### config.mk
export PLATFORM = sky130hd
export DESIGN_NAME = lpw_top
export DESIGN_NICKNAME = d
export VERILOG_FILES = /design/src/rtl/lpw_pkg.sv /design/src/rtl/lpw_meas.sv /design/src/rtl/lpw_lifetime.sv /design/src/rtl/lpw_edge.sv /design/src/rtl/lpw_regs.sv /design/src/rtl/lpw_top.sv
export SDC_FILE = /design/constraint.sdc
export NUM_CORES = 1
export LEC_CHECK = 0
export ABC_AREA = 0
export BUFFER_PORTS_ARGS = -buffer_cell sky130_fd_sc_hd__buf_2
export CAP_MARGIN = 40
export CORE_AREA = 2 2 175 177
export CTS_CLUSTER_SIZE = 14
export DETAILED_ROUTE_END_ITERATION = 8
export DIE_AREA = 0 0 177 179
export PLACE_DENSITY = 0.58
export SYNTH_ARGS = -nofsm -noshare
export SYNTH_HDL_FRONTEND = slang
export SYNTH_HIERARCHICAL = 1
export SYNTH_SLANG_ARGS = --single-unit
### constraint.sdc
create_clock -name clk -period 10.85 [get_ports clk]
set_input_delay 1.085 -clock clk [delete_from_list [all_inputs] [get_ports clk]]
set_output_delay 1.085 -clock clk [all_outputs]
set_load 0.02 [all_outputs]
### src/rtl/lpw_pkg.sv
package lpw_pkg;
  localparam int NSRC   = 7;
  localparam int ST_W   = NSRC + 1;
  localparam int ADDR_W = 3;
  localparam int REG_W  = 32;

  localparam int SRC_CUR  = 0;
  localparam int SRC_CHG  = 1;
  localparam int SRC_TMP  = 2;
  localparam int SRC_LIFE = 3;
  localparam int SRC_PIN  = 4;
  localparam int SRC_TMR  = 5;
  localparam int SRC_BUS  = 6;
  localparam int ST_WOKE  = 7;

  localparam logic [ADDR_W-1:0] A_CTRL = 3'd0;
  localparam logic [ADDR_W-1:0] A_STAT = 3'd1;
  localparam logic [ADDR_W-1:0] A_CTHR = 3'd2;
  localparam logic [ADDR_W-1:0] A_QTHR = 3'd3;
  localparam logic [ADDR_W-1:0] A_TDLT = 3'd4;
  localparam logic [ADDR_W-1:0] A_CAL  = 3'd5;
  localparam logic [ADDR_W-1:0] A_ACLR = 3'd6;
  localparam logic [ADDR_W-1:0] A_ACC  = 3'd7;
endpackage

### src/rtl/lpw_meas.sv
module lpw_meas #(
  parameter int SMP_W = 16,
  parameter int ACC_W = 32
) (
  input  logic                    clk,
  input  logic                    rst_n,
  input  logic                    cur_valid,
  input  logic signed [SMP_W-1:0] cur_data,
  input  logic                    tmp_valid,
  input  logic signed [SMP_W-1:0] tmp_data,
  input  logic [SMP_W-1:0]        cur_thr,
  input  logic [ACC_W-1:0]        chg_thr,
  input  logic [SMP_W-1:0]        tmp_delta,
  input  logic signed [SMP_W-1:0] cal_temp,
  input  logic                    acc_clr,
  output logic                    cur_hit,
  output logic                    chg_hit,
  output logic                    tmp_hit,
  output logic signed [ACC_W-1:0] acc
);
  logic signed [SMP_W:0] cur_ext, tdiff;
  logic signed [ACC_W:0] acc_ext;
  logic signed [ACC_W-1:0] acc_nxt;
  logic [SMP_W:0] cur_mag, tmp_mag;
  logic [ACC_W:0] acc_mag;

  // one extra bit keeps the magnitude of negative full scale exact
  always_comb begin
    cur_ext = (SMP_W+1)'(cur_data);
    cur_mag = cur_ext[SMP_W] ? (SMP_W+1)'(-cur_ext) : cur_ext;
    acc_nxt = acc + ACC_W'(cur_data);
    acc_ext = (ACC_W+1)'(acc_nxt);
    acc_mag = acc_ext[ACC_W] ? (ACC_W+1)'(-acc_ext) : acc_ext;
    tdiff   = (SMP_W+1)'(tmp_data) - (SMP_W+1)'(cal_temp);
    tmp_mag = tdiff[SMP_W] ? (SMP_W+1)'(-tdiff) : tdiff;
  end

  assign cur_hit = cur_valid && (cur_mag > {1'b0, cur_thr});
  assign chg_hit = cur_valid && (acc_mag > {1'b0, chg_thr});
  assign tmp_hit = tmp_valid && (tmp_mag > {1'b0, tmp_delta});

  always_ff @(posedge clk or negedge rst_n) begin
    if (!rst_n)         acc <= '0;
    else if (acc_clr)   acc <= '0;
    else if (cur_valid) acc <= acc_nxt;
  end
endmodule

### src/rtl/lpw_lifetime.sv
module lpw_lifetime #(
  parameter int LT_W = 16
) (
  input  logic clk,
  input  logic rst_n,
  input  logic run,
  output logic ovf
);
  logic [LT_W-1:0] cnt;

  assign ovf = run && (&cnt);

  always_ff @(posedge clk or negedge rst_n) begin
    if (!rst_n)   cnt <= '0;
    else if (run) cnt <= cnt + 1'b1;
  end
endmodule

### src/rtl/lpw_edge.sv
module lpw_edge #(
  parameter int SYNC_N = 2
) (
  input  logic clk,
  input  logic rst_n,
  input  logic pin,
  output logic rise
);
  logic [SYNC_N-1:0] sync;
  logic              prev;

  assign rise = sync[SYNC_N-1] && !prev;

  always_ff @(posedge clk or negedge rst_n) begin
    if (!rst_n) begin
      sync <= '0;
      prev <= 1'b0;
    end else begin
      sync <= {sync[SYNC_N-2:0], pin};
      prev <= sync[SYNC_N-1];
    end
  end
endmodule

### src/rtl/lpw_regs.sv
module lpw_regs
  import lpw_pkg::*;
#(
  parameter int SMP_W = 16,
  parameter int ACC_W = 32
) (
  input  logic                    clk,
  input  logic                    rst_n,
  input  logic                    we,
  input  logic [ADDR_W-1:0]       addr,
  input  logic [REG_W-1:0]        wdata,
  output logic [REG_W-1:0]        rdata,
  input  logic [NSRC-1:0]         hits,
  input  logic                    wake_in,
  input  logic signed [ACC_W-1:0] acc,
  output logic [NSRC-1:0]         en,
  output logic                    lt_lp_run,
  output logic [ST_W-1:0]         status,
  output logic [SMP_W-1:0]        cur_thr,
  output logic [ACC_W-1:0]        chg_thr,
  output logic [SMP_W-1:0]        tmp_delta,
  output logic signed [SMP_W-1:0] cal_temp,
  output logic                    acc_clr
);
  logic [ST_W-1:0] clr;

  assign acc_clr = we && (addr == A_ACLR);
  assign clr     = (we && addr == A_STAT) ? wdata[ST_W-1:0] : '0;

  always_ff @(posedge clk or negedge rst_n) begin
    if (!rst_n) begin
      en        <= '0;
      lt_lp_run <= 1'b0;
      status    <= '0;
      cur_thr   <= '0;
      chg_thr   <= '0;
      tmp_delta <= '0;
      cal_temp  <= '0;
    end else begin
      if (we) begin
        case (addr)
          A_CTRL: begin
            en        <= wdata[NSRC-1:0];
            lt_lp_run <= wdata[NSRC];
          end
          A_CTHR:  cur_thr   <= wdata[SMP_W-1:0];
          A_QTHR:  chg_thr   <= wdata[ACC_W-1:0];
          A_TDLT:  tmp_delta <= wdata[SMP_W-1:0];
          A_CAL:   cal_temp  <= wdata[SMP_W-1:0];
          default: ;
        endcase
      end
      // a new event outranks a clear in the same cycle
      status <= (status & ~clr) | {wake_in, hits};
    end
  end

  always_comb begin
    case (addr)
      A_CTRL:  rdata = REG_W'({lt_lp_run, en});
      A_STAT:  rdata = REG_W'(status);
      A_CTHR:  rdata = REG_W'(cur_thr);
      A_QTHR:  rdata = REG_W'(chg_thr);
      A_TDLT:  rdata = REG_W'(tmp_delta);
      A_CAL:   rdata = REG_W'(cal_temp);
      A_ACC:   rdata = REG_W'(acc);
      default: rdata = '0;
    endcase
  end
endmodule

### src/rtl/lpw_top.sv
module lpw_top
  import lpw_pkg::*;
#(
  parameter int SMP_W = 16,
  parameter int ACC_W = 32,
  parameter int LT_W  = 16
) (
  input  logic               clk,
  input  logic               rst_n,
  input  logic               low_power,
  input  logic               cur_valid,
  output logic               cur_ready,
  input  logic [SMP_W-1:0]   cur_data,
  input  logic               tmp_valid,
  output logic               tmp_ready,
  input  logic [SMP_W-1:0]   tmp_data,
  input  logic               timer_wake,
  input  logic               bus_wake,
  input  logic               wake_pin,
  input  logic               reg_we,
  input  logic [ADDR_W-1:0]  reg_addr,
  input  logic [REG_W-1:0]   reg_wdata,
  output logic [REG_W-1:0]   reg_rdata,
  output logic               wake,
  output logic               temp_irq
);
  logic [NSRC-1:0]         en, hits, armed;
  logic [ST_W-1:0]         status;
  logic                    lt_lp_run, lt_ovf, pin_rise;
  logic                    cur_hit, chg_hit, tmp_hit, acc_clr;
  logic [SMP_W-1:0]        cur_thr, tmp_delta;
  logic [ACC_W-1:0]        chg_thr;
  logic signed [SMP_W-1:0] cal_temp;
  logic signed [ACC_W-1:0] acc;

  assign cur_ready = 1'b1;
  assign tmp_ready = 1'b1;

  lpw_meas #(.SMP_W(SMP_W), .ACC_W(ACC_W)) u_meas (
    .clk(clk), .rst_n(rst_n),
    .cur_valid(cur_valid), .cur_data($signed(cur_data)),
    .tmp_valid(tmp_valid), .tmp_data($signed(tmp_data)),
    .cur_thr(cur_thr), .chg_thr(chg_thr), .tmp_delta(tmp_delta),
    .cal_temp(cal_temp), .acc_clr(acc_clr),
    .cur_hit(cur_hit), .chg_hit(chg_hit), .tmp_hit(tmp_hit), .acc(acc)
  );

  lpw_lifetime #(.LT_W(LT_W)) u_life (
    .clk(clk), .rst_n(rst_n), .run(!low_power || lt_lp_run), .ovf(lt_ovf)
  );

  lpw_edge #(.SYNC_N(2)) u_pin (
    .clk(clk), .rst_n(rst_n), .pin(wake_pin), .rise(pin_rise)
  );

  always_comb begin
    hits           = '0;
    hits[SRC_CUR]  = cur_hit;
    hits[SRC_CHG]  = chg_hit;
    hits[SRC_TMP]  = tmp_hit;
    hits[SRC_LIFE] = lt_ovf;
    hits[SRC_PIN]  = pin_rise;
    hits[SRC_TMR]  = timer_wake;
    hits[SRC_BUS]  = bus_wake;
    armed          = en & status[NSRC-1:0];
    armed[SRC_TMP] = armed[SRC_TMP] & low_power;
  end

  assign wake     = |armed;
  assign temp_irq = en[SRC_TMP] && status[SRC_TMP] && !low_power;

  lpw_regs #(.SMP_W(SMP_W), .ACC_W(ACC_W)) u_regs (
    .clk(clk), .rst_n(rst_n),
    .we(reg_we), .addr(reg_addr), .wdata(reg_wdata), .rdata(reg_rdata),
    .hits(hits), .wake_in(wake), .acc(acc),
    .en(en), .lt_lp_run(lt_lp_run), .status(status),
    .cur_thr(cur_thr), .chg_thr(chg_thr), .tmp_delta(tmp_delta),
    .cal_temp(cal_temp), .acc_clr(acc_clr)
  );
endmodule

== Yosys cells after proc, flatten, opt, wreduce, memory -nomap -nowiden ==
Cells that the tools add are included.

* Register bits after elaboration: 147
* Latch bits: 0
* RAM bits: 0
* ROM bits: 0
* Input bits: 76
* Output and inout port bits: 36
* Word-level logic and storage cells: 60
* Memories kept: 0

* Add/subtract/negate cells: 6
* Multipliers: 0
* Divide/modulo/power cells: 0
* $lt $le $gt $ge: 3
* Eq/ne operators: 7
* Shifts and indexed selects: 0
* Mux-type cells: 7
* Bitwise operators: 5
* Reduce and logical (&&, ||, !) cells: 21

{| class="wikitable"
|+ Operators by type and width
! kind !! count
|-
| 32-bit case mux with 7 select lines || 1
|-
| 32-bit two-way mux || 2
|-
| 17-bit by 16-bit > comparator with 1-bit output || 2
|-
| 17-bit two-way mux || 2
|-
| 33-bit by 32-bit > comparator with 1-bit output || 1
|-
| 33-bit two-way mux || 1
|-
| 32-bit negation with 33-bit output || 1
|-
| 32-bit by 16-bit adder with 32-bit output || 1
|-
| 16-bit negation with 17-bit output || 1
|-
| 17-bit negation || 1
|-
| 16-bit by 16-bit subtractor with 17-bit output || 1
|-
| 16-bit by 1-bit adder with 16-bit output, second input constant || 1
|-
| 16-bit AND reduction || 1
|-
| 3-bit == test, second input constant || 4
|-
| 2-bit AND reduction || 5
|-
| 1-bit logical AND || 9
|-
| 8-bit AND || 1
|-
| 8-bit two-way mux || 1
|-
| 8-bit NOT || 1
|-
| 8-bit bitwise OR || 1
|-
| 7-bit AND || 1
|-
| 7-bit OR reduction || 1
|-
| 3-bit by 2-bit == test with 1-bit output, second input constant || 2
|-
| 3-bit by 1-bit == test with 1-bit output, second input constant || 1
|-
| 5 further kinds || 6
|}

== Logic depth before layout (Yosys ltp) ==
Gate-level depths: netlist (run 1).

* Depth after elaboration: 6
* Mapped depth: 24
* Gate-level depth less buffers: 24

== Hierarchy ==
The synthesis (run 1) kept the hierarchy.

{| class="wikitable"
|+ Modules (own cells, without submodules)
! module !! instances !! cells an instance !! area an instance (µm²) !! seq. area each (µm²)
|-
| lpw_meas || 1 || 968 || 7245.7 || 800.8
|-
| lpw_regs || 1 || 391 || 4832.1 || 2402.3
|-
| lpw_lifetime || 1 || 67 || 754.5 || 400.4
|-
| lpw_edge || 1 || 4 || 88.8 || 75.1
|-
| lpw_top || 1 || 11 || 73.8 || 0.0
|}

== Least setup slack after synthesis (run 1) ==
Ideal clock, no wire load.

* Kind: input-to-reg
* Start: input port cur_data[0]
* End: register u_regs.status[1]
* Setup time: 0.118 ns
* Arrival: 5.419 ns
* Data required time: 10.732 ns
* Slack: 5.313 ns
* Stages: 22
* Buffers on the path: 0
* Cells stage by stage: ha_1 -> fa_1 -> a211oi_2 -> o21ai_1 -> or4_4 -> nand3_4 -> nand4_4 -> nor4_4 -> nand4b_1 -> o41ai_2 -> xnor2_1 -> ha_1 -> a21o_1 -> a21o_1 -> a21o_1 -> a21oi_1 -> nor2b_1 -> o21ai_0 -> nand2b_1 -> a211oi_1 -> a21oi_1 -> a21o_1

* Cells in the longest elaborated chain, start to end: 6

{| class="wikitable"
|+ RTL lines
! item !! RTL line !! text
|-
| start: declaration || lpw_top.sv:13 || <nowiki>input logic [SMP_W-1:0] cur_data,</nowiki>
|-
| 32-bit by 16-bit adder with 32-bit output (*) || lpw_meas.sv:31 || <nowiki>acc_nxt = acc + ACC_W'(cur_data);</nowiki>
|-
| 32-bit negation with 33-bit output || lpw_meas.sv:33 || <nowiki>acc_mag = acc_ext[ACC_W] ? (ACC_W+1)'(-acc_ext) : acc_ext;</nowiki>
|-
| 33-bit two-way mux (*) || lpw_meas.sv:33 ||
|-
| 33-bit by 32-bit > comparator with 1-bit output (*) || lpw_meas.sv:39 || <nowiki>assign chg_hit = cur_valid && (acc_mag > {1'b0, chg_thr});</nowiki>
|-
| 1-bit logical AND (*) || lpw_meas.sv:39 ||
|-
| via chg_hit || lpw_top.sv:30 || <nowiki>logic cur_hit, chg_hit, tmp_hit, acc_clr;</nowiki>
|-
| 8-bit bitwise OR (*) || lpw_regs.sv:54 || <nowiki>status <= (status & ~clr) | {wake_in, hits};</nowiki>
|-
| end signal: assignment || lpw_regs.sv:54 ||
|-
| end: declaration || lpw_regs.sv:18 || <nowiki>output logic [ST_W-1:0] status,</nowiki>
|}

The timed path passes the listed nets; every way through them passes the cells marked *.
A chain may end at the register's enable or synchronous reset.

== Worst setup path after layout (run 1) ==
* Start: input port cur_data[15]
* End: register u_regs.status[1]

Same word-level chain as after synthesis.

==> metrics.cfg, run 1 <==
[run_status]
status=complete, no violations

[timing]
post-route-period-util=0.552
setup_viol=0
holdWs_ns=0.357
rsz0062_at_grt=no
period_minus_slack_ns=5.99
drv_slew=0
fin_worst_skew_ns=0.0135
fmax_mhz=167
fin_tns_setup_ns=0
slew_headroom=0.380
tightest_slew_ns=0.928
hold_violations=0

[clock_tree]
cts_hold_buf=0
cts_setup_buffers=0
clk_pin_slew_ns=0.06
ctsHtreeMaxLevel=4
cts_tree=yes
cts_buffers=17
root_buffer=clkbuf_16
clk-insertion-delay-late_ns=0.43
cts_repair_resize_count=0
clockBufferDepth=2
cts.sinks=147

[logic_synthesis]
synth_top_cell_by_area=dfrtp_1
postSynthAreaPerCell_um2=9.02
ys_seq_elements=147
synth.most_common_cell=dfrtp_1
ys.warnings.count=6
async_flop_share=1.00
synth_ff_type=dfrtp_1
ys_top_cells_by_count=dfrtp_1 (147), ha_1 (115), inv_1 (106)
synth_edf_count=0
yosysSeqAreaShare=0.283
yosysTopAreaCellShare=0.283
synth_area_um2=13000
syn_inst=1441
synthTopCellsByArea=dfrtp_1 (28%), ha_1 (11%), mux2_2 (9.0%), xnor2_1 (4.0%), a21oi_1 (3.3%)
netlist-cell-type-count=99

[worst_setup_path]
path_class=in -> reg
critPathBufInv=1
path_cells=buf_2, ha_1, and3_1, nand2_1, nor4_1, o21ai_0, a21o_1, a31oi_1, xor2_1, o41ai_2, xnor2_1, ha_1, a21o_1, a21o_1, a21o_1, a21oi_1, nor2b_1, o21ai_0, nand2b_1, a211oi_1, a21oi_1, a21o_1
cp-start-kind=input pin
rr_worst_depth=22
cp.arrival_ns=6.31
crit_family=compound AO/OA/AOI/OAI gates
cp_max_fo=33
end_kind=flop
cp_slowest_cell=xor2_1
ff2ff_setup_slack_ns=5.38
required_ns=11.17
r2r_start=u_meas/acc[0]$_DFFE_PN0P_
r2r-end=u_regs/status[1]$_DFF_PN0_
cp_common_cell=a21o_1
cp_slowest_stage_delay_ns=0.70

[grt]
grt_pass1_vias=10600
grt_max_degree=87
grt-ovfl-total=0
antenna_found_initial=1
grt_pass1_wl_um=59000
grt.total_usage=0.239

[hold_path]
whs_path_depth=0
min_from=u_pin/sync[0]$_DFF_PN0_
worstHoldPathType=reg -> reg
hold_end=u_pin/sync[1]$_DFF_PN0_

[floorplanning]
die-area_um2=31700
rows=64
start_util=0.433
die_h_um=179
die_w_um=177
core_um2=30000
ioPinCount=112

[route]
avgViaCountPerCell=5.69
detail_route.wl_per_cell_um=19.5
route.final.wire_length_um=37600
antenna_left=0
via_count=11000
firstDrtPassIters=5
drc=0
drt_iter0_drc=709

[finish]
nNetsFinal=1714
final_area_um2=14400
fillers=2970
final_core_util=0.481
drive_gt1_frac=0.201
area_delta_synth_final_pct=11.2
antenna_cells=0

[pwr]
pwr-share-seq=0.201
power_switching_mw=2.11
p_sw_frac=0.480
finalPower_mw=4.39
leakagePower_nw=6.61
p_int_mw=2.28
combPwrFrac=0.664
power_density_nw_per_um2=304
power_frac_clock=0.135
irDropWorstVdd_v=0.000161

[placement]
place.gp.congestion=0.873
placed_area_um2=13900
dp_hpwl_um=29300
io_buffers=109

[job]
cap_violations=0

## layout by cell type, fill, tap and decap left out, types with 4 or more instances in the layout
cell / netlist / layout
buf_2: 21 / 109
a21oi_1: 85 / 85
and3_1: 14 / 14
ha_1: 115 / 115
nand4_1: 21 / 21
a21o_1: 44 / 44
a221oi_1: 20 / 20
nand2_1: 87 / 87
nor4_1: 12 / 12
clkbuf_16: 0 / 17
a221o_1: 5 / 5
a21boi_0: 22 / 22
o21ai_0: 68 / 68
dfrtp_1: 147 / 147
nor3_1: 36 / 36
buf_4: 3 / 7
or2_2: 4 / 4
mux2i_1: 40 / 40
o31ai_1: 6 / 6
o2111ai_1: 4 / 4
nor2_1: 93 / 92
o211ai_1: 5 / 5
nand2b_1: 7 / 7
nor2b_1: 18 / 17
xnor2_1: 60 / 59
o21a_1: 16 / 16
mux2_2: 104 / 104
and2_0: 10 / 10
xor2_1: 39 / 39
a31oi_1: 11 / 11
a22oi_1: 7 / 7
clkinv_2: 0 / 4
a211oi_1: 14 / 14
nor3b_1: 4 / 4
or3_1: 5 / 5
a41oi_1: 4 / 4
nand3_1: 34 / 34
and2_1: 21 / 21
inv_1: 106 / 106
## per-stage QoR
step                      std cells  worst slack [ns]
after CTS                      1930              4.97
final                          1930              4.86
after global placement         1894              4.71
after floorplan                1442              5.31
after global routing           1930              4.44
after detailed placement       1898              4.56
## per-layer routing
layer  wire [um]  track usage  share of wire
met3        1300       0.0318          0.034
met1       17300        0.319           0.46
met5          13            0        0.00035
met4         970       0.0723          0.026
met2       18000        0.404           0.48
## layout make-up
| type | instances | area, um2 | share of cell area |
|---|---|---|---|
| clock buffers | 20 | 447 | 0.0309 |
| clock inverters | 12 | 130 | 0.00901 |
| inverters | 108 | 405 | 0.0281 |
| multi-input cells | 1127 | 8630 | 0.598 |
| flip-flops and latches | 147 | 3680 | 0.255 |
| well taps | 396 | 495 | 0.0343 |
| repair buffers | 120 | 656 | 0.0454 |
## state kept, by name, indices dropped and copies added (netlist names)
name	count
u_life/cnt	16
u_meas/acc	32
u_pin/prev	1
u_pin/sync	2
u_regs/cal_temp	16
u_regs/chg_thr	32
u_regs/cur_thr	16
u_regs/en	7
u_regs/lt_lp_run	1
u_regs/status	8
u_regs/tmp_delta	16
## logic make-up (layout without fill, tap and decap cells)
kind of cell               after synthesis  in the layout  synth area share
other                                    1              2          0.000289
buffers and inverters                  168            260            0.0537
and+or+nand+nor                        405            405             0.170
DFF                                    147            147             0.283
muxes                                  145            145             0.122
adders and majority gates              117            117             0.114
xor gates and xnor gates               101            101            0.0692
AOI/OAI and AO/OA                      357            357             0.188
## worst max-delay path by stage
stage | start | end | slack [ns] | depth (start not counted)
floorplan | cur_data[0] | u_regs/status[1]$_DFF_PN0_ | 5.31 | 22
global placement | cur_data[15] | u_regs/status[1]$_DFF_PN0_ | 4.71 | 22
detailed placement | cur_data[15] | u_regs/status[1]$_DFF_PN0_ | 4.56 | 22
CTS | cur_data[15] | u_regs/status[1]$_DFF_PN0_ | 4.97 | 22
global route | cur_data[15] | u_regs/status[1]$_DFF_PN0_ | 4.44 | 22
finish | cur_data[15] | u_regs/status[1]$_DFF_PN0_ | 4.86 | 22
## power by group through the flow
stage | clock (mW) | combinational, mW | sequential [mW]
after detailed placement | 0 | 2.87 | 0.899
after floorplan | 0 | 2.25 | 0.802
after global placement | 0 | 2.83 | 0.897
final | 0.593 | 2.92 | 0.884
after global routing | 0.626 | 3.27 | 0.906
after CTS | 0.602 | 2.90 | 0.890
No activity file was read; power rests on OpenSTA's default activity.
==> run 2, diff against run 1 <==
--- a/config.mk
+++ b/config.mk
@@ -12,7 +12,7 @@
 export CTS_CLUSTER_SIZE = 14
 export DETAILED_ROUTE_END_ITERATION = 8
 export DIE_AREA = 0 0 177 179
-export PLACE_DENSITY = 0.58
+export PLACE_DENSITY = 0.61
 export SYNTH_ARGS = -nofsm -noshare
 export SYNTH_HDL_FRONTEND = slang
 export SYNTH_HIERARCHICAL = 1
==> constraint.sdc (replaced) <==
create_clock -name clk -period 5.3 [get_ports clk]
set_input_delay 0.53 -clock clk [delete_from_list [all_inputs] [get_ports clk]]
set_output_delay 0.53 -clock clk [all_outputs]
set_load 0.02 [all_outputs]
==> metrics.cfg, run 2 (same netlist as run 1, synthesis figures left out) <==
[finish]
nNetsFinal=1766
reg.largest.list=u_meas/acc (32), u_regs/chg_thr (32)
drive_gt1_frac=0.230
final_area_um2=14800
antenna_cells=0
mostFrequentLayoutCells=dfrtp_1 (147), ha_1 (115), buf_2 (109)
fillers=2924
area_delta_synth_final_pct=14.3
final_common_cell=dfrtp_1

[route]
avgViaCountPerCell=5.66
detail_route.wl_per_cell_um=18.9
top_layer_used=met4
wl_met1_um=17100
route.final.wire_length_um=37400
dr_wl_met2_um=17800
via_count=11200
drt_iter0_drc=802
drc=0
wl_met3_um=1630
antenna_left=0
firstDrtPassIters=6

[timing]
fmax_mhz=200
period_minus_slack_ns=5.00
setup_slack_ns=0.301
post-route-period-util=0.943
setup_viol=0
hold_violations=1
fin_worst_skew_ns=0.00971
drv_slew=0
fin_tns_setup_ns=0
holdWs_ns=-0.00219
slew_headroom=0.393
tightest_slew_ns=0.908
rsz0062_at_grt=no

[worst_setup_path]
rr_worst_depth=23
cp-start-kind=flop
cp.arrival_ns=5.33
cp_max_fo=3
end_kind=flop
path_class=reg -> reg
required_ns=5.63

[placement]
dpl_worst_slack_ns=-0.0153
io_buffers=109
placed_area_um2=14300
place.gp.congestion=0.860
dp_hpwl_um=29500

[clock_tree]
clk_pin_slew_ns=0.07
cts_buffers=17
ctsHtreeMaxLevel=4
cts.sinks=147
clockBufferDepth=2
cts_tree=yes
clk-insertion-delay-late_ns=0.44
root_buffer=clkbuf_16
cts_hold_buf=0

[pwr]
irDropWorstVdd_v=0.000354
leakagePower_nw=6.87
power_density_nw_per_um2=628
finalPower_mw=9.33

[grt]
antenna_found_initial=0
grt.total_usage=0.240
grt_pass1_vias=10900
grt-ovfl-total=0
grt_pass1_wl_um=59300
grt_max_degree=63

[floorplanning]
rows=64
start_util=0.433
ioPinCount=112
die_h_um=179
die-area_um2=31700
core_um2=30000
die_w_um=177

[job]
cap_violations=0

[hold_path]
worstHoldPathType=in -> async

[run_status]
status=finished, violations left
violations=hold timing

==> run 2: cell types whose count changed in the layout (fill, tap and decap cells not counted), moves of 2 or more <==
cell	before	now
buf_12	1	3
bufinv_16	2	0
inv_6	2	4
clkbuf_1	2	0
buf_4	7	58
==> run 2: per-stage QoR <==
step                cells   util
finish               1982  0.494
global route         1982  0.494
CTS                  1982  0.494
detailed placement   1950  0.476
global placement     1947  0.474
floorplan            1442      -
==> run 2: layout make-up <==
type	count	area, um2	area share
tap	396	495	0.0334
sequential	147	3680	0.248
multi-input combinational	1127	8660	0.583
inverter	108	405	0.0273
timing repair buffer	172	1070	0.0719
clock inverter	14	104	0.00699
clock buffer	18	439	0.0296
==> run 2: layer usage <==
layer | vias to the layer above | global-route usage
met3 | 40 | 0.0305
li1 | 5488 | -
met4 | 0 | 0.0658
met1 | 5389 | 0.324
met2 | 300 | 0.404
met5 | - | 0
==> run 2: path summary, 6_finish.rpt <==
check                                          startpoint  slack, ns                    endpoint
min in group clk                                 wake_pin       0.20     u_pin/sync[0]$_DFF_PN0_
worst max register to register  u_meas/acc[0]$_DFFE_PN0P_       0.30  u_regs/status[1]$_DFF_PN0_
worst max-delay path            u_meas/acc[0]$_DFFE_PN0P_       0.30  u_regs/status[1]$_DFF_PN0_
worst min-delay path                                rst_n     -0.002  u_meas/acc[26]$_DFFE_PN0P_
worst min register to register    u_pin/sync[0]$_DFF_PN0_       0.35     u_pin/sync[1]$_DFF_PN0_
max in group asynchronous                           rst_n       4.09  u_life/cnt[12]$_DFFE_PN0P_
==> run 2: what timing repair did <==
| action | 4_1_cts | 5_1_grt |
|---|---|---|
| setup endpoints to repair | 0 | 2 |
| endpoints found under the hold margin | 0 | 0 |
| buffers inserted | 0 | 0 |
| resized for setup | 0 | 4 |
==> run 2: power by group <==
group	switching [mW]	internal (mW)
clock	0.526	0.614
combinational	3.49	2.89
sequential	0.360	1.44
total	4.38	4.94
==> run 2: critical path, stage by stage, from the launching register on <==
cell and delay [ns]:
dfrtp_1 0.42, ha_1 0.23, fa_2 0.38, a211oi_4 0.33, o21ai_1 0.14, or4_4 0.51
nand3_4 0.10, buf_4 0.12, nand3_1 0.16, nor4_4 0.34, and4b_1 0.27, a31oi_1 0.10
xor2_1 0.16, ha_1 0.18, a21o_1 0.18, a21o_1 0.17, a21o_1 0.17, a21oi_1 0.14
nor2b_1 0.05, o21ai_0 0.15, nand2b_1 0.10, a211oi_1 0.22, a21oi_1 0.09, a21o_1 0.15
==> run 3, diff against run 2 <==
--- a/config.mk
+++ b/config.mk
@@ -13,6 +13,7 @@
 export DETAILED_ROUTE_END_ITERATION = 8
 export DIE_AREA = 0 0 177 179
 export PLACE_DENSITY = 0.61
+export RECOVER_POWER = 100
 export SYNTH_ARGS = -nofsm -noshare
 export SYNTH_HDL_FRONTEND = slang
 export SYNTH_HIERARCHICAL = 1
==> metrics.cfg, run 3 (same netlist as run 1, synthesis figures left out) <==
[finish]
antenna_cells=0
mostFrequentLayoutCells=dfrtp_1 (147), ha_1 (115), inv_1 (106)
final_area_um2=14700
final_core_util=0.489
final_common_cell=dfrtp_1
area_delta_synth_final_pct=13.0
reg.largest.list=u_meas/acc (32), u_regs/chg_thr (32)
nNetsFinal=1766
instances_no_fill=1982
drive_gt1_frac=0.196

[clock_tree]
cts_buffers=17
root_buffer=clkbuf_16
ctsHtreeMaxLevel=4
clockBufferDepth=2
cts_tree=yes
cts_hold_buf=0
clk_pin_slew_ns=0.07
cts.sinks=147
clk-insertion-delay-late_ns=0.44

[hold_path]
hold_end=u_pin/sync[0]$_DFF_PN0_
min_from=wake_pin
worstHoldPathType=in -> reg
whs_path_depth=1

[placement]
placedCellCount=1950
dpl_worst_slack_ns=-0.0153
placed_area_um2=14300
place.gp.congestion=0.860
dp_hpwl_um=29500
io_buffers=109

[timing]
fmax_mhz=200
post-route-period-util=0.942
slew_headroom=-0.772
hold_violations=0
drv_slew=293
setup_viol=0
period_minus_slack_ns=4.99
rsz0062_at_grt=no
setup_slack_ns=0.308
tightest_slew_ns=2.66
fin_worst_skew_ns=0.0101

[worst_setup_path]
cp-start-kind=flop
cp_max_fo=4
rr_worst_depth=23
r2r_start=u_meas/acc[0]$_DFFE_PN0P_
path_class=reg -> reg
cp.arrival_ns=5.32
required_ns=5.63
r2r-end=u_regs/status[1]$_DFF_PN0_
end_kind=flop
ff2ff_setup_slack_ns=0.31

[floorplanning]
start_util=0.433
die_h_um=179
die-area_um2=31700
rows=64
ioPinCount=112
core_um2=30000
die_w_um=177

[grt]
grt_pass1_vias=10900
grt-ovfl-total=0
antenna_found_initial=0
grt.total_usage=0.240
grt_pass1_wl_um=59300
grt_max_degree=63

[route]
drc=0
avgViaCountPerCell=5.63
firstDrtPassIters=6
drt_iter0_drc=829
route.final.wire_length_um=37300
antenna_left=0
detail_route.wl_per_cell_um=18.8
via_count=11200

[job]
cap_violations=8

[pwr]
irDropWorstVdd_v=0.000355
leakagePower_nw=6.68
power_density_nw_per_um2=634
finalPower_mw=9.31

[run_status]
violations=capacitance limit, slew limit
status=finished, violations left

## run 3: cell count changes in the layout (fill, tap and decap cells not counted), sizes merged
cell    before  now
buf        172  127
clkbuf      18   63
## run 3: cell type report
type | instances | area, um2
clock buffers | 18 | 439
multi-input cells | 1127 | 8600
repair buffers | 172 | 965
fillers | 2951 | 15300
well taps | 396 | 495
clock inverters | 14 | 104
flip-flops and latches | 147 | 3680
inverters | 108 | 405
## run 3: layer usage
metal  track usage  wire, um
met3        0.0305      1820
met4        0.0658       807
met2         0.404     17800
met1         0.324     16900
met5             0         0
## run 3: repair_timing
item,4_1_cts,5_1_grt
setup endpoints to repair,0,2
gates resized for setup,0,4
setup buffers,0,0
## run 3: stage by stage
| stage | setup TNS [ns] | hold WS (ns) |
|---|---|---|
| 2_1_floorplan | 0 | 0.234 |
| 3_3_place_gp | -0.0312 | 0.338 |
| 3_5_place_dp | -0.0153 | 0.340 |
| 4_1_cts | 0 | 0.00772 |
| 5_1_grt | 0 | 0.180 |
| 6_report | 0 | 0.198 |
## run 3: critical path, cell delays in order, from the launching register on
cell and delay (ns):
dfrtp_1 0.42, ha_1 0.23, fa_2 0.38, a211oi_4 0.33
o21ai_1 0.14, or4_4 0.51, nand3_4 0.10, buf_4 0.12
nand3_1 0.15, nor4_4 0.34, and4b_1 0.27, buf_4 0.14
a21oi_1 0.07, xnor2_1 0.14, ha_1 0.28, a21o_1 0.16
a21o_1 0.17, a21oi_1 0.15, nor2b_1 0.05, o21ai_0 0.16
nand2b_1 0.10, a211oi_1 0.22, a21oi_1 0.09, a21o_1 0.15
## run 3: report_power, final
group / internal, mW / switching (mW)
Combinational: 2.88 / 3.49
Clock: 0.614 / 0.525
Sequential: 1.44 / 0.359
Total: 4.93 / 4.38
## run 3: worst max path at each step
stage / slack, ns / cells past startpoint / end / startpoint
finish: 0.31 / 23 / u_regs/status[1]$_DFF_PN0_ / u_meas/acc[0]$_DFFE_PN0P_
detailed placement: -0.02 / 23 / u_regs/status[1]$_DFF_PN0_ / cur_data[0]
global placement: -0.03 / 23 / u_regs/status[1]$_DFF_PN0_ / cur_data[0]
global route: 0.02 / 23 / u_regs/status[1]$_DFF_PN0_ / u_meas/acc[0]$_DFFE_PN0P_
floorplan: 0.32 / 22 / u_regs/status[1]$_DFF_PN0_ / cur_data[0]
CTS: 0.14 / 22 / u_regs/status[1]$_DFF_PN0_ / u_meas/acc[0]$_DFFE_PN0P_
